===== src/rtl/chg_seq_pkg.sv =====
package chg_seq_pkg;

    typedef enum logic [2:0] {
        ST_SLEEP = 3'd0,
        ST_OFF   = 3'd1,
        ST_PRE   = 3'd2,
        ST_FAST  = 3'd3,
        ST_DONE  = 3'd4,
        ST_WAIT  = 3'd5,
        ST_PROBE = 3'd6
    } chg_state_e;

    typedef struct packed {
        logic pre;
        logic fast;
        logic probe;
        logic stat_a_n;
        logic stat_b_n;
        logic pg_n;
    } chg_out_s;

    typedef struct packed {
        chg_state_e st;
    } chg_regs_s;

endpackage


===== src/rtl/chg_tick_timer.sv =====
module chg_tick_timer #(
    parameter int LIMIT = 1800
) (
    input  logic clk,
    input  logic rst_n,
    input  logic run,
    input  logic tick,
    output logic expired
);
    localparam int CW = $clog2(LIMIT + 1);
    localparam logic [CW-1:0] TERM = CW'(LIMIT);

    logic [CW-1:0] cnt_d, cnt_q;

    always_comb begin
        cnt_d = cnt_q;
        if (!run)
            cnt_d = '0;
        else if (tick && cnt_q != TERM)
            cnt_d = cnt_q + 1'b1;
    end

    always_ff @(posedge clk or negedge rst_n) begin
        if (!rst_n) cnt_q <= '0;
        else        cnt_q <= cnt_d;
    end

    assign expired = (cnt_q == TERM);

    assert_cnt_bound_R4: assert property (@(posedge clk) disable iff (!rst_n)
        cnt_q <= TERM);
    assert_clear_R10: assert property (@(posedge clk) disable iff (!rst_n)
        !run |=> !expired);
endmodule


===== src/rtl/chg_out_dec.sv =====
module chg_out_dec
    import chg_seq_pkg::*;
(
    input  chg_state_e st,
    output chg_out_s   o
);
    always_comb begin
        o = '{pre: 1'b0, fast: 1'b0, probe: 1'b0,
              stat_a_n: 1'b1, stat_b_n: 1'b1, pg_n: 1'b0};
        unique case (st)
            ST_SLEEP: o.pg_n = 1'b1;
            ST_PRE: begin
                o.pre = 1'b1; o.stat_a_n = 1'b0; o.stat_b_n = 1'b0;
            end
            ST_FAST: begin
                o.fast = 1'b1; o.stat_a_n = 1'b0;
            end
            ST_DONE:  o.stat_b_n = 1'b0;
            ST_PROBE: o.probe = 1'b1;
            default: ;
        endcase
    end
endmodule


===== src/rtl/chg_seq_top.sv =====
module chg_seq_top
    import chg_seq_pkg::*;
#(
    parameter int PRE_TICKS  = 1800,
    parameter int FAST_TICKS = 25200
) (
    input  logic clk,
    input  logic rst_n,
    input  logic supply_ok,
    input  logic cell_low,
    input  logic cell_rch,
    input  logic taper_seen,
    input  logic en_n,
    input  logic sec_tick,
    output logic pre_en,
    output logic fast_en,
    output logic probe_en,
    output logic stat_a_n,
    output logic stat_b_n,
    output logic pwr_good_n
);
    chg_regs_s r_d, r_q;
    chg_out_s  dec;
    logic pre_exp, fast_exp;
    chg_state_e start_st, fault_st;

    chg_tick_timer #(.LIMIT(PRE_TICKS)) u_pre_tmr (
        .clk(clk), .rst_n(rst_n), .run(r_q.st == ST_PRE),
        .tick(sec_tick), .expired(pre_exp));

    chg_tick_timer #(.LIMIT(FAST_TICKS)) u_fast_tmr (
        .clk(clk), .rst_n(rst_n), .run(r_q.st == ST_FAST),
        .tick(sec_tick), .expired(fast_exp));

    always_comb begin
        start_st = cell_low ? ST_PRE : ST_FAST;
        fault_st = cell_rch ? ST_PROBE : ST_WAIT;
        r_d = r_q;
        if (!supply_ok)
            r_d.st = ST_SLEEP;
        else if (en_n)
            r_d.st = ST_OFF;
        else begin
            unique case (r_q.st)
                ST_SLEEP, ST_OFF: r_d.st = start_st;
                ST_PRE: begin
                    if (!cell_low)     r_d.st = ST_FAST;
                    else if (pre_exp)  r_d.st = fault_st;
                end
                ST_FAST: begin
                    if (fast_exp)        r_d.st = fault_st;
                    else if (cell_low)   r_d.st = ST_PRE;
                    else if (taper_seen) r_d.st = ST_DONE;
                end
                ST_DONE, ST_WAIT: if (cell_rch) r_d.st = start_st;
                ST_PROBE: if (!cell_rch) r_d.st = ST_WAIT;
                default: r_d.st = ST_SLEEP;
            endcase
        end
    end

    always_ff @(posedge clk or negedge rst_n) begin
        if (!rst_n) r_q <= '{st: ST_SLEEP};
        else        r_q <= r_d;
    end

    chg_out_dec u_dec (.st(r_q.st), .o(dec));

    assign pre_en     = dec.pre;
    assign fast_en    = dec.fast;
    assign probe_en   = dec.probe;
    assign stat_a_n   = dec.stat_a_n;
    assign stat_b_n   = dec.stat_b_n;
    assign pwr_good_n = dec.pg_n;

    assert_one_source_R9: assert property (@(posedge clk) disable iff (!rst_n)
        $onehot0({pre_en, fast_en, probe_en}));
    assert_sleep_R1: assert property (@(posedge clk) disable iff (!rst_n)
        !supply_ok |=> (pwr_good_n && stat_a_n && stat_b_n && !pre_en && !fast_en && !probe_en));
    assert_disable_R8: assert property (@(posedge clk) disable iff (!rst_n)
        en_n |=> (!pre_en && !fast_en && !probe_en && stat_a_n && stat_b_n));
    assert_probe_exit_R7: assert property (@(posedge clk) disable iff (!rst_n)
        (probe_en && !cell_rch && supply_ok && !en_n) |=> (!probe_en && stat_a_n && stat_b_n));
    assert_restart_R6: assert property (@(posedge clk) disable iff (!rst_n)
        (stat_a_n && !stat_b_n && cell_rch && supply_ok && !en_n) |=> (pre_en || fast_en));
endmodule


===== config.mk =====
export PLATFORM = sky130hd
export DESIGN_NAME = chg_seq_top
export DESIGN_NICKNAME = d
export VERILOG_FILES = /design/src/rtl/chg_seq_pkg.sv /design/src/rtl/chg_tick_timer.sv /design/src/rtl/chg_out_dec.sv /design/src/rtl/chg_seq_top.sv
export SDC_FILE = /design/constraint.sdc
export NUM_CORES = 1
export LEC_CHECK = 0
export BUFFER_PORTS_ARGS = -buffer_cell sky130_fd_sc_hd__buf_4
export CAP_MARGIN = 20
export CORE_MARGIN = 5
export CORE_UTILIZATION = 40
export DETAILED_ROUTE_END_ITERATION = 6
export GPL_TIMING_DRIVEN = 0
export PLACE_DENSITY = 0.65
export SYNTH_ARGS = -nofsm -noshare
export SYNTH_HDL_FRONTEND = slang
export SYNTH_SLANG_ARGS = --single-unit

===== constraint.sdc =====
create_clock -name clk -period 2.8 [get_ports clk]
set_input_delay 0.14 -clock clk [delete_from_list [all_inputs] [get_ports clk]]
set_output_delay 0.14 -clock clk [all_outputs]
set_load 0.05 [all_outputs]

-- Word level (Yosys, flattened, before mapping)
Index checks and enable logic that the tools add are counted.
- $add $sub $neg: 2
- reductions and logical operators: 8
- equality and inequality tests: 16
- multiplexer cells: 22
- operators by type and width (cell ; count):
    two-way mux 15 bit ; 2
    two-way mux 3 bit ; 9
    two-way mux 11 bit ; 2
    adder 15 x 1 -> 15 bit (second input constant) ; 1
    equality test 15 bit (second input constant) ; 1
    != test 15 bit (second input constant) ; 1
    case mux 3 bit (5 select lines) ; 1
    adder 11 x 1 -> 11 bit (second input constant) ; 1
    equality test 11 bit (second input constant) ; 1
    != test 11 bit (second input constant) ; 1
    equality test 3 bit (second input constant) ; 3
    != test 4 bit (second input constant) ; 2
    OR reduction 2 bit ; 4
    two-way mux 1 bit ; 7
    equality test 3 x 2 -> 1 bit (second input constant) ; 2
    != test 6 bit (second input constant) ; 1
    != test 5 bit (second input constant) ; 1
    != test 2 bit (second input constant) ; 2
    AND reduction 4 bit ; 1
    equality test 3 x 1 -> 1 bit (second input constant) ; 1
    logical NOT 3 bit ; 1
    logical AND 1 bit ; 2
    two-way mux 2 bit ; 1
- register bits: 29
- output and inout bits: 6
- input port bits: 8
- logic and storage cells: 51

-- Longest topological paths before layout
Gate-level depths: netlist of the first run.
- depth after elaboration: 6
- mapped depth: 8
- mapped depth without buffers: 7

-- By module
A second synthesis of the first run with hierarchy kept.
- cell total of the unflattened synthesis: 198
- area, all modules: 1823.0 µm²
- by module, submodules not included (module ; instances ; cells an instance ; area an instance (µm²)):
    chg_tick_timer (u_fast_tmr) ; 1 ; 90 ; 889.6
    chg_tick_timer (u_pre_tmr) ; 1 ; 64 ; 601.8
    chg_seq_top ; 1 ; 36 ; 290.3
    chg_out_dec ; 1 ; 8 ; 41.3

-- Worst setup path before layout of the first run
Ideal clock, no wire load.
- path kind: register to register
- start: register u_pre_tmr.cnt_q[5]
- end: register r_q[1] (netlist name)
- library setup time: 0.124 ns
- data required time: 2.676 ns
- period minus slack after synthesis: 2.107 ns
- setup slack: 0.693 ns
- data arrival time: 1.983 ns
- cell stages (with the launch flop): 7
- path through: dfrtp_1 -> or4b_1 -> or4_1 -> buf_2 -> and3_4 -> o21a_1 -> a211o_1
- cells in the longest elaborated chain, start to end: 3
- RTL lines (element ; RTL line ; RTL):
    start, declared ; chg_tick_timer.sv:13 ; logic [CW-1:0] cnt_d, cnt_q;
    start signal, assigned ; chg_tick_timer.sv:25 ; else cnt_q <= cnt_d;
    equality test 11 bit ; chg_tick_timer.sv:28 ; assign expired = (cnt_q == TERM);
    != test 5 bit (no line) ; - ;
    AND reduction 4 bit (no line) ; - ;
    end signal, assigned ; chg_seq_top.sv:63 ; if (!rst_n) r_q <= '{st: ST_SLEEP};
    end signal, assigned ; chg_seq_top.sv:64 ; else r_q <= r_d;
    end, declared ; chg_seq_top.sv:22 ; chg_regs_s r_d, r_q;
No other way between the ends.
A chain may end at the register's enable or synchronous reset.

-- Worst setup path in the final report of the first run
Same ends and word-level chain as after synthesis.

==> flow_summary_export.csv, run 1 <==
group,metric,value,unit
status,status,"complete, no violations",
placed_design,gp_congestion,0.8410,
sta,finalCritPeriodShare,0.7968,
floorplanning,core_area,4000,um^2
yosys,synth_common_cells,"nor2_1, dfrtp_1, nand2_1, xor2_1, nand4_1",
grt,overflow,0,
cts,tritoncts,"done",
power_and_ir_drop,p_per_area,461.7,nW/um^2
placed_design,port_buffers,13,
cts,hold_buffers,1,
flow_run,max_cap_violations,0,
yosys,synth_top_cell_area_share,0.4404,
sta,min_period,2231,ps
critical_path,worstSetupStartpointType,"flop",
critical_path,worstPathMaxFanout,6,
final_layout,layout-drive-gt1-share,0.1073,
sta,slew_headroom,0.6876,
critical_path,cp-endpoint,"r_q[1]$_DFFE_PN0P_",
yosys,yosysWarnings,0,
sta,setup_tns,0,ps
floorplanning,fp.dieH,74.19,um
route,vias,1324,
cts,cts.sinks,29,
yosys,ys_async_sr_fraction,1.000,
route,ant_nets,0,
yosys,ys_seq_elements,29,
yosys,netlist_instances,183,
critical_path,cp_slowest_cell,"or4b_1",
cts,cts_setup_buffers,0,
final_layout,synthToLayoutAreaGrowth,15.19,%
floorplanning,die_area,5503,um^2
grt,antenna_found_initial,0,
grt,grt.total_usage,0.1464,
sta,worst_pin_slew,465.1,ps
critical_path,reg2reg_setup_slack,570,ps
cts,clk_pin_slew,60,ps
critical_path,cp.buffers_inverters,1,
yosys,synth_nets,195,
sta,rsz0062_at_grt,"false",
floorplanning,rows,23,
power_and_ir_drop,vdd_drop_max,0.2312,mV
critical_path,crit_chain,"or4b_1 > or4_1 > buf_2 > and3_4 > o21a_1 > a211o_1",
sta,hold_viol,0,
yosys,ys_types,38,
yosys,synthTopCellsByArea,"dfrtp_1, xor2_1, nor2_1",
yosys,avgSynthCellArea,9.005,um^2
sta,setup_violations,0,
cts,insertion_delay,280,ps
final_layout,utilization,0.4745,
cts,post_cts_resized,0,
critical_path,path_depth,6,
grt,grt_max_degree,30,
sta,max_freq,0.4482,GHz
yosys,yosysMostFrequentCell,"nor2_1",
critical_path,end_kind,"flop",
critical_path,reg2reg_from,"u_pre_tmr.cnt_q[5]$_DFFE_PN0P_",
final_layout,final_nets,216,
critical_path,reg2reg_to,"r_q[1]$_DFFE_PN0P_",
placed_design,dp_hpwl,2315,um
final_layout,antenna_cells,0,
cts,numCtsBuffers,5,
critical_path,critPathLaunch,"u_pre_tmr.cnt_q[5]$_DFFE_PN0P_",
yosys,synth-seq-area-share,0.4404,
floorplanning,ioPinCount,14,
cts,h-tree-depth,2,
yosys,synth_area,1648,um^2
critical_path,rr_worst_depth,6,
sta,drv_slew,0,
critical_path,crit_type,"flop to flop",
critical_path,crit_required,2960,ps
critical_path,cp_data_arrival_time,2400,ps
grt,grt_pass1_wl,6085,um
floorplanning,start_util,0.4119,
floorplanning,die_w,74.19,um
sta,skew,4.413,ps
cts,root_buffer,"clkbuf_8",
min_path,hp-class,"primary input to flop",
route,avgRoutedWirePerCell,13.04,um
route,vias_per_cell,5.192,
yosys,synth_edf_count,0,
yosys,yosys.area.top_type,"dfrtp_1",
route,drt_iter0_drc,53,
critical_path,path_delay_family,"simple AND/OR/NAND/NOR gates",
route,drc,0,
cts,clockBufferDepth,2,
grt,first_global_vias,1341,
route,wl,3324,um
power_and_ir_drop,power.leakage,0.8064,nW
yosys,synthFlopType,"dfrtp_1",
route,dr.pass1.iters,4,
critical_path,crit_path_max_incr_delay,530,ps
-- flip-flops by register name (all words and copies together) (netlist names) --
name / cells
u_fast_tmr.cnt_q: 15
r_q: 3
u_pre_tmr.cnt_q: 11
-- cell usage in the layout (no fill, tap or decap), types with 4 or more instances in the layout --
cell type  count
nor2_1        30
dfrtp_1       29
nand2_1       18
xor2_1        15
buf_4         14
nand4_1       10
inv_1          8
nand3_1        8
clkbuf_1       7
xnor2_1        6
a21oi_1        6
nand2b_1       5
nor3_1         5
clkbuf_8       5
ha_1           4
-- worst min path at each step --
| stage | start | end | slack, ps | cells after the start |
|---|---|---|---|---|
| global placement | rst_n | u_fast_tmr.cnt_q[7]$_DFFE_PN0P_ | 90 | 1 |
| finish | supply_ok | r_q[0]$_DFFE_PN0P_ | 110 | 3 |
| CTS | supply_ok | r_q[0]$_DFFE_PN0P_ | 100 | 3 |
| detailed placement | rst_n | u_fast_tmr.cnt_q[7]$_DFFE_PN0P_ | 90 | 1 |
| global route | supply_ok | r_q[0]$_DFFE_PN0P_ | 120 | 3 |
| floorplan | rst_n | r_q[0]$_DFFE_PN0P_ | -160 | 0 |
-- power breakdown --
part	total [mW]	internal, mW	switching, mW
registers	0.427	0.424	0.00300
clock network	0.332	0.176	0.156
logic	0.117	0.0394	0.0780
total	0.876	0.640	0.237
-- cell families (layout without fill, tap and decap cells) --
family,after synthesis,count (layout),synth area share
buffers and inverters,15,37,0.03948
AND/OR/NAND/NOR,96,96,0.3037
flip-flops,29,29,0.4404
AO/OA/AOI/OAI,16,16,0.06227
multiplexers,2,2,0.01215
XOR/XNOR,21,21,0.1116
adder cells (fa/ha/maj),4,4,0.03037
-- routing by layer --
metal,GRT usage,part of all wire
met5,0,0
met4,0.07243,0.025
met3,0.05000,0.050
met2,0.2165,0.43
met1,0.1909,0.50
-- area by class of cell --
class	count	area (um^2)
flip-flops and latches	29	725.7
inverters	8	30.03
repair buffers	14	107.6
fillers	394	2102
well taps	50	62.56
multi-input cells	139	857.1
plain buffers	7	35.03
clock buffers	8	80.08
-- worst reg2reg max path, cell delays in order, from the launching register on --
cell	delay (ps)
dfrtp_1	410
or4b_1	530
or4_1	400
buf_2	170
and3_4	190
o21a_1	160
a211o_1	260
-- through the flow --
step / instance area, um^2 / power, mW / hold WS, ps / worst slack, ps / std cells
detailed placement: 1808 / 0.5525 / 94.68 / 591.9 / 246
CTS: 1898 / 0.8891 / 101.5 / 568.0 / 255
floorplan: 1648 / 0.5092 / -155.6 / 693.1 / 183
finish: 1898 / 0.8764 / 111.5 / 569.0 / 255
global route: 1898 / 0.9181 / 115.8 / 403.9 / 255
global placement: 1808 / 0.5527 / 89.91 / 578.0 / 246
No activity file was read; power rests on OpenSTA's default activity.
==> run 2: changes to the inputs <==
clock period = 2.3 ns   (was 2.8 ns; I/O delays follow)
==> flow_summary_export.csv, run 2 (same netlist as run 1, synthesis figures left out) <==
group,metric,value,unit
placed_design,port_buffers,13,
sta,drv_slew,0,
sta,skew,2.780,ps
placed_design,dp_hpwl,2315,um
floorplanning,core_area,4000,um^2
power_and_ir_drop,power_switching,0.2856,mW
floorplanning,ioPinCount,14,
cts,tritoncts,"done",
final_layout,fillCellCount,393,
route,vias_per_cell,5.152,
cts,clockBufferDepth,2,
grt,first_global_vias,1341,
critical_path,cp_slowest_cell,"or4b_1",
power_and_ir_drop,vdd_drop_max,0.2823,mV
flow_run,max_cap_violations,0,
final_layout,layout_common_cells,"nor2_1, dfrtp_1, nand2_1, buf_4, xor2_1",
floorplanning,start_util,0.4119,
sta,slew_headroom,0.6873,
critical_path,crit_path_max_incr_delay,530,ps
sta,max_freq,0.4445,GHz
cts,h-tree-depth,2,
grt,grt_pass1_wl,6085,um
placed_design,gp_congestion,0.8410,
critical_path,worstPathMaxFanout,6,
floorplanning,rows,23,
critical_path,crit_chain,"or4b_1 > or4_1 > buf_6 > and3_4 > o21a_1 > a211o_1",
grt,grt.total_usage,0.1464,
cts,root_buffer,"clkbuf_8",
power_and_ir_drop,power.leakage,0.8142,nW
final_layout,final_common_cell,"nor2_1",
min_path,hp-start,"supply_ok",
power_and_ir_drop,sequentialPowerShare,0.488,
power_and_ir_drop,p_int,0.7786,mW
critical_path,cp_data_arrival_time,2410,ps
cts,cts.sinks,29,
critical_path,critPathLaunch,"u_pre_tmr.cnt_q[5]$_DFFE_PN0P_",
route,vias,1319,
power_and_ir_drop,swShare,0.2684,
floorplanning,fp.dieH,74.19,um
route,dr.pass1.iters,5,
sta,setup_violations,0,
grt,antenna_found_initial,0,
route,drt_iter0_drc,64,
placed_design,postPlaceCellArea,1808,um^2
power_and_ir_drop,finalPower,1.064,mW
grt,grt_max_degree,30,
min_path,hp-class,"primary input to flop",
critical_path,worstSetupStartpointType,"flop",
final_layout,antenna_cells,0,
floorplanning,die_area,5503,um^2
cts,insertion_delay,280,ps
final_layout,multi_input_area,857.1,um^2
power_and_ir_drop,p_per_area,556.6,nW/um^2
critical_path,crit_required,2460,ps
final_layout,synthToLayoutAreaGrowth,16.02,%
final_layout,largest_registers,"u_fast_tmr.cnt_q: 15 flops, u_pre_tmr.cnt_q: 11 flops, r_q: 3 flops",
final_layout,final_nets,217,
final_layout,final_area,1912,um^2
final_layout,regMostFlops,"u_fast_tmr.cnt_q",
final_layout,seq_area,725.7,um^2
sta,min_period,2250,ps
sta,hold_viol,0,
critical_path,crit_type,"flop to flop",
sta,finalCritPeriodShare,0.9781,
final_layout,layout-drive-gt1-share,0.1117,
route,wl,3358,um
cts,clk_pin_slew,60,ps
cts,numCtsBuffers,5,
grt,overflow,0,
sta,setup_tns,0,ps
critical_path,reg2reg_from,"u_pre_tmr.cnt_q[5]$_DFFE_PN0P_",
route,avgRoutedWirePerCell,13.12,um
final_layout,largest_register_ffs,15,
final_layout,utilization,0.4779,
power_and_ir_drop,pwr-share-clk,0.377,
critical_path,end_kind,"flop",
floorplanning,die_w,74.19,um
power_and_ir_drop,combPwrFrac,0.134,
status,status,"complete, no violations",
route,ant_nets,0,
sta,worst_pin_slew,465.5,ps
route,drc,0,
[run 2: changes by cell type in the layout (fill, tap and decap cells not counted), sizes merged]
| cell | delta |
|---|---|
| buf | +1 |
[run 2: power groups by stage]
stage	clock network [mW]	registers [mW]	logic [mW]
finish	0.401	0.520	0.143
global route	0.439	0.520	0.158
CTS	0.417	0.520	0.146
detailed placement	0	0.529	0.144
global placement	0	0.529	0.144
floorplan	0	0.528	0.0919
[run 2: layout make-up]
class | count | share of cell area
timing repair buffer | 15 | 0.06021
inverter | 8 | 0.01571
tap | 50 | 0.03272
sequential | 29 | 0.3796
multi-input combinational | 139 | 0.4483
buffer | 7 | 0.02160
clock buffer | 8 | 0.04188
[run 2: final timing paths]
| kind | endpoint | slack [ps] | cells past startpoint |
|---|---|---|---|
| max | r_q[1]$_DFFE_PN0P_ | 50 | 6 |
| min | r_q[0]$_DFFE_PN0P_ | 80 | 3 |
| max reg2reg | r_q[1]$_DFFE_PN0P_ | 50 | 6 |
| min reg2reg | u_fast_tmr.cnt_q[5]$_DFFE_PN0P_ | 540 | 2 |
| max in group asynchronous | u_pre_tmr.cnt_q[0]$_DFFE_PN0P_ | 1700 | 2 |
| min in group asynchronous | u_pre_tmr.cnt_q[3]$_DFFE_PN0P_ | 300 | 2 |
[run 2: worst max-delay path: cells and delay by family (launching register included)]
kind | cells | cell delay, ps
DFF | 1 | 410
buffers and inverters | 1 | 160
AOI/OAI and AO/OA | 2 | 420
and+or+nand+nor | 3 | 1150
[run 2: layer usage]
metal / wire [um] / track usage / part of all wire / vias to the layer above
li1: - / - / - / 673
met1: 1688 / 0.1909 / 0.50 / 613
met2: 1425 / 0.2165 / 0.42 / 24
met3: 160 / 0.05000 / 0.048 / 9
met4: 83 / 0.07243 / 0.025 / 0
met5: 0 / 0 / 0 / -
[run 2: through the flow]
stage | hold slack, ps | setup slack [ps] | std cells
2_1_floorplan | -180.6 | 193.1 | 183
3_3_place_gp | 64.91 | 78.03 | 246
3_5_place_dp | 69.68 | 91.94 | 246
4_1_cts | 76.49 | 67.99 | 255
5_1_grt | 90.75 | -16.24 | 256
6_report | 82.85 | 50.47 | 256
[run 2: what timing repair did]
action	4_1_cts	5_1_grt
setup endpoints to repair	0	1
setup buffers	0	1
hold buffers	1	0
resized for setup	0	3
hold endpoints to repair	29	0
==> run 3: changes to the inputs <==
CORE_UTILIZATION = 45   (was 40)
PLACE_DENSITY = 0.71   (was 0.65)
==> flow_summary_export.csv, run 3 (same netlist as run 1, synthesis figures left out) <==
group,metric,value,unit
placed_design,gp_congestion,0.9102,
sta,setup_violations,0,
final_layout,regMostFlops,"u_fast_tmr.cnt_q",
cts,h-tree-depth,2,
sta,hold_viol,0,
cts,insertion_delay,280,ps
critical_path,worstPathMaxFanout,6,
power_and_ir_drop,sequentialPowerShare,0.461,
route,drt_iter0_drc,69,
floorplanning,die_w,70.52,um
sta,skew,3.468,ps
sta,slew_headroom,0.6606,
grt,grt_max_degree,30,
final_layout,final_nets,217,
sta,finalCritPeriodShare,0.9504,
floorplanning,die_area,4972,um^2
route,avgRoutedWirePerCell,12.20,um
floorplanning,ioPinCount,14,
final_layout,layout-drive-gt1-share,0.1262,
cts,root_buffer,"clkbuf_8",
critical_path,worstSetupStartpointType,"flop",
sta,rsz0062_at_grt,"false",
critical_path,end_kind,"flop",
power_and_ir_drop,p_int,0.8339,mW
cts,clk_pin_slew,60,ps
floorplanning,rows,22,
critical_path,crit_type,"flop to flop",
final_layout,layout_common_cells,"nor2_1, dfrtp_1, nand2_1, buf_4, xor2_1",
critical_path,crit_required,2470,ps
route,drc,0,
power_and_ir_drop,p_per_area,586.0,nW/um^2
power_and_ir_drop,power.leakage,0.8253,nW
grt,first_global_vias,1226,
placed_design,port_buffers,13,
grt,antenna_found_initial,0,
final_layout,largest_register_ffs,15,
critical_path,cp_data_arrival_time,2360,ps
cts,cts.sinks,29,
status,status,"complete, no violations",
sta,drv_slew,0,
placed_design,dp_hpwl,2239,um
final_layout,antenna_cells,0,
final_layout,final_area,1924,um^2
grt,overflow,0,
route,vias,1321,
floorplanning,start_util,0.4570,
route,vias_per_cell,5.201,
sta,setup_tns,0,ps
sta,max_freq,0.4575,GHz
min_path,hp-class,"primary input to flop",
placed_design,postPlaceCellArea,1805,um^2
power_and_ir_drop,combPwrFrac,0.126,
power_and_ir_drop,swShare,0.2605,
power_and_ir_drop,power_switching,0.2938,mW
sta,worst_pin_slew,505.2,ps
power_and_ir_drop,pwr-share-clk,0.414,
route,dr.pass1.iters,4,
floorplanning,fp.dieH,70.52,um
power_and_ir_drop,vdd_drop_max,0.3132,mV
final_layout,synthToLayoutAreaGrowth,16.78,%
route,wl,3099,um
placed_design,placed_cells,244,
final_layout,largest_registers,"u_fast_tmr.cnt_q: 15 flops, u_pre_tmr.cnt_q: 11 flops, r_q: 3 flops",
flow_run,max_cap_violations,0,
sta,holdWs,69.75,ps
cts,clockBufferDepth,2,
sta,min_period,2186,ps
floorplanning,core_area,3606,um^2
final_layout,final_common_cell,"nor2_1",
grt,grt_pass1_wl,5637,um
grt,grt.total_usage,0.1425,
route,ant_nets,0,
final_layout,final_cells,254,
cts,numCtsBuffers,5,
cts,tritoncts,"done",
==> run 3: layer usage <==
metal	GRT usage	part of all wire
met4	0.06596	0.020
met3	0.05036	0.048
met2	0.2100	0.43
met1	0.1865	0.50
met5	0	0
==> run 3: stage by stage <==
| stage | setup slack [ps] | power (mW) | utilization |
|---|---|---|---|
| detailed placement | 111.0 | 0.6713 | 0.5007 |
| global placement | 118.4 | 0.6702 | 0.5007 |
| finish | 114.0 | 1.128 | 0.5337 |
| CTS | 104.2 | 1.146 | 0.5316 |
| floorplan | 193.1 | 0.6199 | - |
| global route | 23.48 | 1.184 | 0.5337 |
==> run 3: repair_timing <==
| action | CTS | global route |
|---|---|---|
| resized for setup | 0 | 0 |
| setup buffers | 0 | 1 |
| hold buffers | 1 | 0 |
| hold endpoints to repair | 29 | 0 |
| endpoints found under the setup margin | 0 | 2 |
==> run 3: area by class of cell <==
class | count | area (um^2)
Buffer | 7 | 35.03
Clock buffer | 7 | 96.34
Clock inverter | 1 | 5.005
Fill cell | 325 | 1682
Inverter | 8 | 30.03
Multi-Input combinational cell | 139 | 857.1
Sequential cell | 29 | 725.7
Tap cell | 48 | 60.06
Timing Repair Buffer | 15 | 115.1
==> run 3: critical path: stages, from the launching register on <==
cell	delay, ps
dfrtp_1	410
or4b_1	500
or4_1	390
buf_2	170
and3_4	190
o21a_1	160
a211o_1	260
==> run 3: worst paths after layout <==
path | start | to | slack, ps | cells after the start
worst max-delay path | u_pre_tmr.cnt_q[5]$_DFFE_PN0P_ | r_q[1]$_DFFE_PN0P_ | 110 | 6
worst min-delay path | supply_ok | r_q[0]$_DFFE_PN0P_ | 70 | 3
worst max register to register | u_pre_tmr.cnt_q[5]$_DFFE_PN0P_ | r_q[1]$_DFFE_PN0P_ | 110 | 6
worst min register to register | u_pre_tmr.cnt_q[10]$_DFFE_PN0P_ | u_pre_tmr.cnt_q[10]$_DFFE_PN0P_ | 540 | 2
max in group asynchronous | rst_n | u_fast_tmr.cnt_q[3]$_DFFE_PN0P_ | 1730 | 2
min in group asynchronous | rst_n | u_pre_tmr.cnt_q[9]$_DFFE_PN0P_ | 290 | 2
==> run 3: power groups by stage <==
stage	registers [mW]	clock network, mW	logic [mW]
after floorplan	0.528	0	0.0919
after global placement	0.529	0	0.142
after detailed placement	0.529	0	0.143
after CTS	0.519	0.483	0.144
after global routing	0.520	0.507	0.158
final	0.519	0.467	0.142
